$ cat src/rtl/flm_pkg.sv
package flm_pkg;
    // Register image of the lock decision stage
    typedef struct packed {
        logic unl;       // live loss-of-lock
        logic sticky;    // recorded loss-of-lock
        logic restart;   // acquisition restart pulse
        logic clr_prev;  // last sampled clear control
    } hyst_t;
endpackage

$ cat src/rtl/flm_sync_edge.sv
module flm_sync_edge (
    input  logic clk,
    input  logic rst_n,
    input  logic async_i,
    output logic rise_o
);
    typedef struct packed {
        logic s1;
        logic s2;
        logic s3;
    } sync_t;

    sync_t st_d, st_q;

    always_comb begin
        st_d.s1 = async_i;
        st_d.s2 = st_q.s1;
        st_d.s3 = st_q.s2;
    end

    always_ff @(posedge clk or negedge rst_n) begin
        if (!rst_n) st_q <= '0;
        else        st_q <= st_d;
    end

    assign rise_o = st_q.s2 & ~st_q.s3;


    no_double_rise_chk: assert property (@(posedge clk) disable iff (!rst_n)
        rise_o |=> !rise_o);
endmodule

$ cat src/rtl/flm_window.sv
module flm_window #(
    parameter int GATE_LOG2  = 16,
    parameter int RATIO_LOG2 = 2
) (
    input  logic                 clk,
    input  logic                 rst_n,
    input  logic                 en_i,
    input  logic                 edge_i,
    output logic                 meas_v_o,
    output logic [GATE_LOG2-1:0] err_o
);
    localparam int W = GATE_LOG2;
    localparam logic [W:0] EXP_V   = (W+1)'(1) << (GATE_LOG2 - RATIO_LOG2);
    localparam logic [W:0] HALF_V  = (W+1)'(1) << (GATE_LOG2 - 1);

    typedef struct packed {
        logic [W-1:0] gate;
        logic [W-1:0] cnt;
        logic [W-1:0] err;
        logic         valid;
    } win_t;

    win_t w_d, w_q;
    logic [W:0] total;
    logic [W:0] diff;

    always_comb begin
        w_d       = w_q;
        w_d.valid = 1'b0;
        total     = {1'b0, w_q.cnt} + (W+1)'(edge_i);
        diff      = (total >= EXP_V) ? (total - EXP_V) : (EXP_V - total);
        if (!en_i) begin
            w_d.gate = '0;
            w_d.cnt  = '0;
        end else if (w_q.gate == '1) begin
            w_d.err   = diff[W-1:0];
            w_d.valid = 1'b1;
            w_d.cnt   = '0;
            w_d.gate  = '0;
        end else begin
            w_d.cnt  = total[W-1:0];
            w_d.gate = w_q.gate + 1'b1;
        end
    end

    always_ff @(posedge clk or negedge rst_n) begin
        if (!rst_n) w_q <= '0;
        else        w_q <= w_d;
    end

    assign meas_v_o = w_q.valid;
    assign err_o    = w_q.err;


    cnt_bound_chk: assert property (@(posedge clk) disable iff (!rst_n)
        {1'b0, w_q.cnt} <= HALF_V);

    idle_clear_chk: assert property (@(posedge clk) disable iff (!rst_n)
        !$past(en_i) |-> (w_q.gate == '0 && w_q.cnt == '0 && !meas_v_o));
endmodule

$ cat src/rtl/flm_hyst.sv
module flm_hyst
    import flm_pkg::*;
#(
    parameter int EW         = 16,
    parameter int LOCK_THR   = 16,
    parameter int UNLOCK_THR = 65
) (
    input  logic          clk,
    input  logic          rst_n,
    input  logic          en_i,
    input  logic          meas_v_i,
    input  logic [EW-1:0] err_i,
    input  logic          clr_i,
    input  logic          pin_sel_i,
    output logic          lol_o,
    output logic          sticky_o,
    output logic          restart_o
);
    localparam logic [EW-1:0] LOCK_V   = EW'(LOCK_THR);
    localparam logic [EW-1:0] UNLOCK_V = EW'(UNLOCK_THR);

    hyst_t h_d, h_q;

    always_comb begin
        h_d          = h_q;
        h_d.restart  = 1'b0;
        h_d.clr_prev = clr_i;
        if (en_i && meas_v_i) begin
            if (h_q.unl && err_i <= LOCK_V) begin
                h_d.unl = 1'b0;
            end else if (!h_q.unl && err_i > UNLOCK_V) begin
                h_d.unl     = 1'b1;
                h_d.restart = 1'b1;
            end
        end
        if (h_q.clr_prev && !clr_i) h_d.sticky = 1'b0;
        if (h_d.restart)            h_d.sticky = 1'b1;
    end

    always_ff @(posedge clk or negedge rst_n) begin
        if (!rst_n) h_q <= '{unl: 1'b1, sticky: 1'b0, restart: 1'b0, clr_prev: 1'b0};
        else        h_q <= h_d;
    end

    logic unl_q;
    assign unl_q     = h_q.unl;
    assign sticky_o  = h_q.sticky;
    assign restart_o = h_q.restart;
    assign lol_o     = pin_sel_i ? h_q.sticky : h_q.unl;


    lock_gain_chk: assert property (@(posedge clk) disable iff (!rst_n)
        $fell(unl_q) |-> $past(en_i && meas_v_i && err_i <= LOCK_V));

    lock_loss_chk: assert property (@(posedge clk) disable iff (!rst_n)
        $rose(unl_q) |-> $past(en_i && meas_v_i && err_i > UNLOCK_V));

    restart_pulse_chk: assert property (@(posedge clk) disable iff (!rst_n)
        restart_o |-> (unl_q && !$past(unl_q)));

    frozen_chk: assert property (@(posedge clk) disable iff (!rst_n)
        !$past(en_i) |-> $stable(unl_q));

    sticky_set_chk: assert property (@(posedge clk) disable iff (!rst_n)
        $rose(unl_q) |-> sticky_o);
endmodule

$ cat src/rtl/freq_lock_monitor.sv
module freq_lock_monitor #(
    parameter int GATE_LOG2  = 16,
    parameter int RATIO_LOG2 = 2,
    parameter int LOCK_THR   = 16,
    parameter int UNLOCK_THR = 65
) (
    input  logic clk,
    input  logic rst_n,
    input  logic vco_div_i,
    input  logic ref_mode_en_i,
    input  logic sticky_clr_i,
    input  logic pin_sticky_sel_i,
    output logic lol_o,
    output logic sticky_o,
    output logic restart_o,
    output logic harm_dis_o
);
    logic                 vco_rise;
    logic                 meas_v;
    logic [GATE_LOG2-1:0] err;

    flm_sync_edge u_sync (
        .clk     (clk),
        .rst_n   (rst_n),
        .async_i (vco_div_i),
        .rise_o  (vco_rise)
    );

    flm_window #(
        .GATE_LOG2  (GATE_LOG2),
        .RATIO_LOG2 (RATIO_LOG2)
    ) u_win (
        .clk      (clk),
        .rst_n    (rst_n),
        .en_i     (ref_mode_en_i),
        .edge_i   (vco_rise),
        .meas_v_o (meas_v),
        .err_o    (err)
    );

    flm_hyst #(
        .EW         (GATE_LOG2),
        .LOCK_THR   (LOCK_THR),
        .UNLOCK_THR (UNLOCK_THR)
    ) u_hyst (
        .clk       (clk),
        .rst_n     (rst_n),
        .en_i      (ref_mode_en_i),
        .meas_v_i  (meas_v),
        .err_i     (err),
        .clr_i     (sticky_clr_i),
        .pin_sel_i (pin_sticky_sel_i),
        .lol_o     (lol_o),
        .sticky_o  (sticky_o),
        .restart_o (restart_o)
    );

    assign harm_dis_o = ref_mode_en_i;


    harm_follow_chk: assert property (@(posedge clk) disable iff (!rst_n)
        $rose(ref_mode_en_i) |-> harm_dis_o);
endmodule

$ cat config.mk
export PLATFORM = sky130hd
export DESIGN_NAME = freq_lock_monitor
export DESIGN_NICKNAME = d
export VERILOG_FILES = /design/src/rtl/flm_pkg.sv /design/src/rtl/flm_sync_edge.sv /design/src/rtl/flm_window.sv /design/src/rtl/flm_hyst.sv /design/src/rtl/freq_lock_monitor.sv
export SDC_FILE = /design/constraint.sdc
export NUM_CORES = 1
export LEC_CHECK = 0
export BUFFER_PORTS_ARGS = -buffer_cell sky130_fd_sc_hd__buf_2
export CAP_MARGIN = 20
export CORE_MARGIN = 2
export CORE_UTILIZATION = 40
export CTS_BUF_LIST = sky130_fd_sc_hd__clkbuf_16
export CTS_CLUSTER_SIZE = 12
export DETAILED_ROUTE_END_ITERATION = 12
export GPL_TIMING_DRIVEN = 0
export SYNTH_ARGS = -nofsm -noshare
export SYNTH_HDL_FRONTEND = slang
export SYNTH_HIERARCHICAL = 1
export SYNTH_SLANG_ARGS = --single-unit
$ cat constraint.sdc
create_clock -name clk -period 3.45 [get_ports clk]
set_input_delay 0.1725 -clock clk [delete_from_list [all_inputs] [get_ports clk]]
set_output_delay 0.1725 -clock clk [all_outputs]
set_load 0.02 [all_outputs]
Yosys cells after proc, flatten, opt, wreduce, memory -nomap -nowiden
Index checks and enable logic that the tools add are counted. W data, S select, Z words.

Register bits: 56. Output and inout bits: 4. Logic and storage cells: 44.

Mux-type cells: 13. Bitwise logic cells: 2. Reduce and logical (&&, ||, !) cells: 10. Equality and inequality tests: 1. Order comparisons: 3. Add/sub/neg operators: 4.

Operators with widths (number): $mux W32 (2); $add A16 B1 Y17 (1); $ge A17 B15 Y1 const B (1); $add A16 B1 Y16 const B (1); $eq A16 B16 Y1 const B (1); $gt A16 B7 Y1 const B (1); $le A16 B5 Y1 const B (1); $mux W16 (1); $sub A15 B16 Y16 const A (1); $sub A16 B15 Y16 const B (1); $mux W1 (10); $logic_and A1 B1 Y1 (4); $reduce_and A2 Y1 (2); $reduce_bool A2 Y1 (2); $logic_not A1 Y1 (2); $and A1 B1 Y1 (1); $not A1 Y1 (1).

Logic depth before layout (Yosys ltp)
Gate-level depths: netlist (run 1).

Word-level depth: 6. Mapped depth: 11. Depth with buffers taken out: 10.

By module
Netlist (run 1), hierarchy kept.

Modules (own cells, without submodules): flm_window (cells an instance 295, area each 2791.4 um2, times used 1); flm_hyst (cells an instance 22, area each 211.5 um2, times used 1); flm_sync_edge (cells an instance 4, area each 88.8 um2, times used 1); freq_lock_monitor (cells an instance 1, area each 7.5 um2, times used 1).

Worst setup path before layout (run 1)
Ideal clock, no wire load.

Path type: register to register. Start: reg u_sync/st_q[0] in the netlist's numbering. End: reg u_win.w_q (netlist bit u_win/err_o[11]). Arrival time: 2.833 ns. Data required time: 3.368 ns. Setup time: 0.082 ns. Buffers on the path: 1. Stages on the path, launching flop included: 12. Period minus slack after synthesis: 2.914 ns. Slack: 0.536 ns. Cells stage by stage: dfrtp_1 -> nor2b_4 -> ha_1 -> ha_1 -> nand4_1 -> nor4_2 -> xor2_1 -> ha_1 -> and4_4 -> buf_6 -> or4_1 -> a31oi_1.

Longest elaborated chain between the ends: 5. Elaborated cells on any way between the ends: 7. Those cells by class: 3 x add/sub; 1 x order compare; 1 x mux; 2 x bitwise.

Ends and longest elaborated chain: from (decl) (RTL line flm_sync_edge.sv:13) `sync_t st_d, st_q;`; from (signal assigned) (RTL line flm_sync_edge.sv:23) `else st_q <= st_d;`; $not A1 Y1 * (RTL line flm_sync_edge.sv:26) `assign rise_o = st_q.s2 & ~st_q.s3;`; $and A1 B1 Y1 * (RTL line flm_sync_edge.sv:26); net vco_rise (RTL line freq_lock_monitor.sv:18) `logic vco_rise;`; $add A16 B1 Y17 * (RTL line flm_window.sv:30) `total = {1'b0, w_q.cnt} + (W+1)'(edge_i);`; $sub A15 B16 Y16, or another cell as far along (RTL line flm_window.sv:31) `diff = (total >= EXP_V) ? (total - EXP_V) : (EXP_V - total);`; $mux W16 * (RTL line flm_window.sv:31); to (signal assigned) (RTL line flm_window.sv:48) `else w_q <= w_d;`; to (decl) (RTL line flm_window.sv:23) `win_t w_d, w_q;`.

The timed path passes the listed nets; every way through them passes the cells marked *. A chain may end at the register's enable or synchronous reset.

Worst setup path in the final report (run 1)
Ends and elaborated chain as after synthesis.

==> flow_summary.yaml, run 1 <==
global_route:
  number_of_antenna_violations_at_the_first_check_in_global_routing: 0
  grt_max_degree: 42
  grt_overflow_total: 0
  first_global_vias: 2363
  grt_pass1_wl_um: 11100
  grt_util_all_layers_pct: 16.2
sta:
  timing_max_transition_violations_final: 0
  tightest_slew_ns: 0.514
  final_period_minus_worst_setup_slack_ns: 3.17
  holdWs_ns: 0.272
  finalSetupTns_ns: 0
  timing.clock.skew_ns: 0.00582
  rsz0062_at_grt: "no"
  final-setup-viol-count: 0
  period_share_pct: 91.8
  timing.final.ws_setup_ns: 0.282
  achievable-frequency_ghz: 0.316
  hold_viol_final: 0
  slew_headroom_pct: 65.4
detailed_routing:
  wl_met1_um: 2900
  drt-total-wl_um: 6090
  route.met3.wl_um: 132
  antenna_violating_nets_post_route: 0
  drt_pass1_iterations: 4
  highest_layer: "met4"
  met2_length_um: 2980
  route.detailed.wl_per_inst_um: 13.7
  via_count: 2302
  drt_first_iter_violations: 86
  routed_via_density: 5.16
  drc: 0
clock_network:
  htreeDepth: 2
  worstSkewPairLatency_ns: 0.29
  cts_max_path_buffers: 2
  cts.reportedPaths.clkPinSlew_ns: 0.07
  tritoncts_clock_tree: "built"
  cts_made_buffers: 5
  numClockSinks: 56
  clockRootBuffer: "clkbuf_16"
floorplanning:
  dieArea_um2: 8470
  core_area_um2: 7610
  die_w_um: 92.0
  die_y_um: 92.0
  placementRows: 32
  ios: 10
  start_util_pct: 40.7
worst_setup_path:
  critPathBufInv: 2
  critical-path-top-delay-family: "simple AND/OR/NAND/NOR gates"
  worst-endpoint-required_ns: 3.66
  crit_path_cell_trace: "nor2b_4, ha_1, ha_1, nand4_1, buf_4, nor4_4, xor2_1, ha_1, and4_4, buf_6, or4_1, a31oi_1"
  worst_setup_path_end_kind: "register"
  reg2reg_slack_ns: 0.28
  critical_path_class: "reg2reg"
  cell_with_the_largest_stage_delay_on_the_worst_path: "or4_1"
  path_common_cell: "ha_1"
  critPathLaunchType: "register"
  arrival_ns: 3.38
  worst_path_largest_cell_delay_ns: 0.47
  critPathMaxFanout: 10
synthesis:
  ys_async_sr_fraction_pct: 100
  synthDistinctLibCells: 52
  post_synth_instance_area_um2: 3100
  top_reg_cell_synth: "dfrtp_1"
  yosysWarningCount: 6
  yosys.area_share.xor_xnor_pct: 9.61
  synth-adder-area-share_pct: 2.42
  ys_ff_latch: 56
  netlist_instances: 322
  synth_seq_area_share_pct: 45.3
  synth_simple_gate_area_share_pct: 24.8
  synth_top_family_by_area: "simple AND/OR/NAND/NOR gates"
  synth.mux.area_fraction_pct: 0
  synth-edff-count: 0
  complex_gate_fraction_of_the_synthesized_area_pct: 10.9
  synthesis.area_per_instance_um2: 9.62
  synthesis.nets: 334
place:
  place_congestion: 0.833
  dpl.cell_count: 434
  io_buffers: 9
  dp_worst_setup_slack_ns: 0.0268
  dpl.hpwl_um: 4530
  detailed_place.area_um2: 3290
finish:
  final_nets: 355
  post_route_cell_area_um2: 3490
  num_antenna_cells: 0
  layout_common_cells: "dfrtp_1, nor2_1, nand2_1"
  areaGrowthSynthToFinish_pct: 12.6
  layout_commonest_cell: "dfrtp_1"
  final_layout_size_suffix_gt1_share_pct: 15.4
  post_layout_instance_count_excluding_filler_cells: 446
run_status:
  outcome: "finished clean"
pwr:
  power_density_nw_per_um2: 362
  power.leakage_uw: 0.00159
  ir_drop_mv: 0.196
job:
  drv.max_cap_violation_count: 0
min_path:
  min-delay-path-class: "in2reg"
## logic make-up (layout without fill, tap and decap cells)
logic type,after synthesis,after routing
fa+ha+maj,6,6
buf+inv,35,57
flops,56,56
compound gates,49,49
simple gates,142,142
xor+xnor,34,34
## power by group
part | internal, µW | switching (µW)
combinational | 38.5 | 60.5
sequential | 663 | 5.68
clock | 268 | 227
total | 969 | 294
## Yosys cell counts, types with 2 or more instances
| master | n | share of area [%] |
|---|---|---|
| a2111oi_2 | 2 | 0.97 |
| a21oi_1 | 8 | 1.3 |
| a31oi_1 | 3 | 0.61 |
| and2_1 | 6 | 1.2 |
| and3_1 | 10 | 2.0 |
| and4_1 | 4 | 1.1 |
| and4_4 | 2 | 0.73 |
| buf_4 | 17 | 4.1 |
| buf_6 | 3 | 1.1 |
| clkbuf_1 | 6 | 0.73 |
| dfrtp_1 | 55 | 44 |
| ha_1 | 6 | 2.4 |
| inv_1 | 9 | 1.1 |
| nand2_1 | 29 | 3.5 |
| nand2b_1 | 2 | 0.40 |
| nand3_1 | 20 | 3.2 |
| nand3b_1 | 2 | 0.48 |
| nand4_1 | 10 | 2.0 |
| nor2_1 | 37 | 4.5 |
| nor3_1 | 6 | 0.97 |
| nor4_1 | 2 | 0.40 |
| nor4_2 | 2 | 0.81 |
| o21ai_0 | 15 | 2.4 |
| o21ai_1 | 2 | 0.32 |
| o31a_1 | 2 | 0.57 |
| o31ai_1 | 3 | 0.73 |
| or4_1 | 2 | 0.48 |
| xnor2_1 | 13 | 3.7 |
| xor2_1 | 21 | 5.9 |
## routing by layer
| metal | up-vias | track usage [%] |
|---|---|---|
| met5 | - | 0 |
| met4 | 0 | 5.22 |
| met3 | 6 | 2.47 |
| met2 | 24 | 26.9 |
| met1 | 1107 | 21.7 |
| li1 | 1165 | - |
## final cells by class
cell class | instances | area, µm²
inverter | 9 | 33.8
buffer | 26 | 184
fill | 746 | 4120
sequential | 56 | 1400
clock inverter | 3 | 17.5
clock buffer | 5 | 125
timing repair buffer | 14 | 103
multi-input combinational | 231 | 1500
tap | 102 | 128
## metrics by stage
stage                     util, %  power [µW]
final                        45.9        1260
after CTS                    45.5        1280
after detailed placement     43.3         779
after global routing         45.9        1320
after global placement       43.0         775
after floorplan                 -         741
## registers in the layout, indices dropped and copies added (netlist names)
register,flops
u_win/w_q,32
u_hyst/unl_q,1
u_win/err_o,16
u_hyst/h_q,1
u_hyst/sticky_o,1
u_sync/st_q,1
u_win/meas_v_o,1
u_sync/st_d,2
u_hyst/restart_o,1
## path summary, 6_finish.rpt
path | start | to | cells past startpoint
min | ref_mode_en_i | u_win/w_q[43]$_DFF_PN0_ | 2
max in group asynchronous | rst_n | u_win/w_q[27]$_DFF_PN0_ | 3
max | u_sync/st_q[0]$_DFF_PN0_ | u_win/err_o[11]$_DFFE_PN0P_ | 12
min reg2reg | u_sync/st_d[1]$_DFF_PN0_ | u_sync/st_d[0]$_DFF_PN0_ | 0
min in group asynchronous | rst_n | u_win/meas_v_o$_DFF_PN0_ | 2
max reg2reg | u_sync/st_q[0]$_DFF_PN0_ | u_win/err_o[11]$_DFFE_PN0P_ | 12
## timing repair
action                     CTS  global route
hold buffers                 3             0
resized for setup            0             2
buffers inserted             0             1
hold endpoints to repair    16             0
setup endpoints to repair    0            10
## worst reg2reg max path, cell delays in order (launching register included)
cell	delay, ns
dfrtp_1	0.40
nor2b_4	0.12
ha_1	0.34
ha_1	0.33
nand4_1	0.11
buf_4	0.19
nor4_4	0.27
xor2_1	0.21
ha_1	0.23
and4_4	0.14
buf_6	0.13
or4_1	0.47
a31oi_1	0.17
(Power assumes the default switching activity.)
==> run 2: changes to the inputs <==
CTS_BUF_LIST = default   (was sky130_fd_sc_hd__clkbuf_16)
CTS_CLUSTER_DIAMETER = 80   (was default)
==> flow_summary.yaml, run 2 (synthesized netlist as in run 1, its figures left out) <==
detailed_routing:
  drt_pass1_iterations: 4
  antenna_violating_nets_post_route: 0
  drt_first_iter_violations: 69
  routed_via_density: 5.18
  drt-total-wl_um: 5990
  route.detailed.wl_per_inst_um: 13.4
  drc: 0
  via_count: 2309
sta:
  achievable-frequency_ghz: 0.315
  tightest_slew_ns: 0.510
  period_share_pct: 91.9
  timing.clock.skew_ns: 0.00621
  final_period_minus_worst_setup_slack_ns: 3.17
  rsz0062_at_grt: "no"
  finalSetupTns_ns: 0
  slew_headroom_pct: 65.7
  final-setup-viol-count: 0
  timing_max_transition_violations_final: 0
  timing.final.ws_setup_ns: 0.278
  hold_viol_final: 0
place:
  place_congestion: 0.833
  dpl.hpwl_um: 4530
  io_buffers: 9
  dp_worst_setup_slack_ns: 0.0268
worst_setup_path:
  arrival_ns: 3.41
  worst-r2r-cell-count: 12
  worst-endpoint-required_ns: 3.69
  critPathMaxFanout: 10
  critical_path_class: "reg2reg"
  worst_setup_path_end_kind: "register"
  critPathLaunchType: "register"
finish:
  nFillCells: 755
  largest_register_ffs: 32
  register_with_the_most_flip_flops: "u_win/w_q"
  layout_commonest_cell: "dfrtp_1"
  post-route-util_pct: 45.1
  regArea_um2: 1400
  num_antenna_cells: 0
  final_layout_size_suffix_gt1_share_pct: 15.4
  layout_common_cells: "dfrtp_1, nor2_1, nand2_1"
  areaGrowthSynthToFinish_pct: 10.8
  final_nets: 355
  multi_input_area_um2: 1490
global_route:
  grt_max_degree: 42
  grt_overflow_total: 0
  grt_pass1_wl_um: 11000
  number_of_antenna_violations_at_the_first_check_in_global_routing: 0
  first_global_vias: 2359
  grt_util_all_layers_pct: 16.0
pwr:
  sequential_cell_fraction_of_total_power_pct: 58.3
  clkPwrFrac_pct: 33.0
  switching_portion_of_total_power_pct: 24.5
  internal-power_uw: 866
  power_density_nw_per_um2: 334
  power.leakage_uw: 0.00156
  switching_power_uw: 280
  power.combinational.fraction_pct: 8.7
  ir_drop_mv: 0.239
floorplanning:
  placementRows: 32
  core_area_um2: 7610
  die_y_um: 92.0
  ios: 10
  start_util_pct: 40.7
  die_w_um: 92.0
  dieArea_um2: 8470
clock_network:
  numClockSinks: 56
  htreeDepth: 2
  cts_max_path_buffers: 2
  worstSkewPairLatency_ns: 0.31
  cts.reportedPaths.clkPinSlew_ns: 0.10
  clockRootBuffer: "clkbuf_8"
  cts_made_buffers: 5
  tritoncts_clock_tree: "built"
min_path:
  min-delay-path-class: "in2reg"
  hold_path_stages: 2
run_status:
  outcome: "finished clean"
job:
  drv.max_cap_violation_count: 0
==> run 2: changes by cell type in the layout (fill, tap and decap cells not counted), sizes merged <==
| cell | before | now |
|---|---|---|
| clkinv | 2 | 1 |
| clkbuf | 11 | 12 |
==> run 2: final cells by class <==
class | count | area share (%)
Buffer | 26 | 5.36
Clock buffer | 6 | 2.40
Inverter | 9 | 0.984
Sequential cell | 56 | 40.8
Multi-Input combinational cell | 231 | 43.3
Timing Repair Buffer | 14 | 2.99
Clock inverter | 2 | 0.401
Tap cell | 102 | 3.72
==> run 2: worst max-delay path, cell delays in order, from the launching register on <==
cell and delay (ns):
dfrtp_1 0.41, nor2b_4 0.12, ha_1 0.34, ha_1 0.33
nand4_1 0.12, buf_4 0.19, nor4_4 0.25, xor2_1 0.20
ha_1 0.22, and4_4 0.14, buf_6 0.13, or4_1 0.47
a31oi_1 0.17
==> run 2: per-stage QoR <==
step | hold slack (ns) | cell area, µm² | cells | power [µW]
floorplan | -0.123 | 3100 | 322 | 741
global placement | 0.281 | 3270 | 433 | 775
detailed placement | 0.110 | 3290 | 434 | 779
CTS | 0.243 | 3430 | 445 | 1160
global route | 0.253 | 3430 | 446 | 1200
finish | 0.249 | 3430 | 446 | 1150
==> run 2: power groups by stage <==
stage / registers (µW) / logic (µW) / clock network, µW
after detailed placement: 681 / 98.0 / 0
after CTS: 668 / 101 / 396
after global placement: 681 / 93.6 / 0
final: 668 / 99.5 / 378
after global routing: 670 / 113 / 420
after floorplan: 680 / 60.9 / 0
==> run 2: path summary, 6_finish.rpt <==
path / startpoint / to / slack (ns)
max: u_sync/st_q[0]$_DFF_PN0_ / u_win/err_o[11]$_DFFE_PN0P_ / 0.28
min: ref_mode_en_i / u_win/w_q[45]$_DFF_PN0_ / 0.25
max reg2reg: u_sync/st_q[0]$_DFF_PN0_ / u_win/err_o[11]$_DFFE_PN0P_ / 0.28
min reg2reg: u_sync/st_d[1]$_DFF_PN0_ / u_sync/st_d[0]$_DFF_PN0_ / 0.35
max in group asynchronous: rst_n / u_win/w_q[27]$_DFF_PN0_ / 2.60
min in group asynchronous: rst_n / u_win/meas_v_o$_DFF_PN0_ / 0.31
==> run 2: repair_timing <==
action,in CTS,in global routing
hold buffers,3,0
setup buffers,0,1
endpoints found under the setup margin,1,4
pin swaps,0,1
endpoints found under the hold margin,16,0
resized for setup,1,0
==> run 2: per-layer routing <==
layer | part of all wire (%) | track usage (%)
met1 | 49 | 21.8
met2 | 47 | 26.4
met3 | 2.9 | 2.71
met4 | 1.3 | 4.85
met5 | 0 | 0
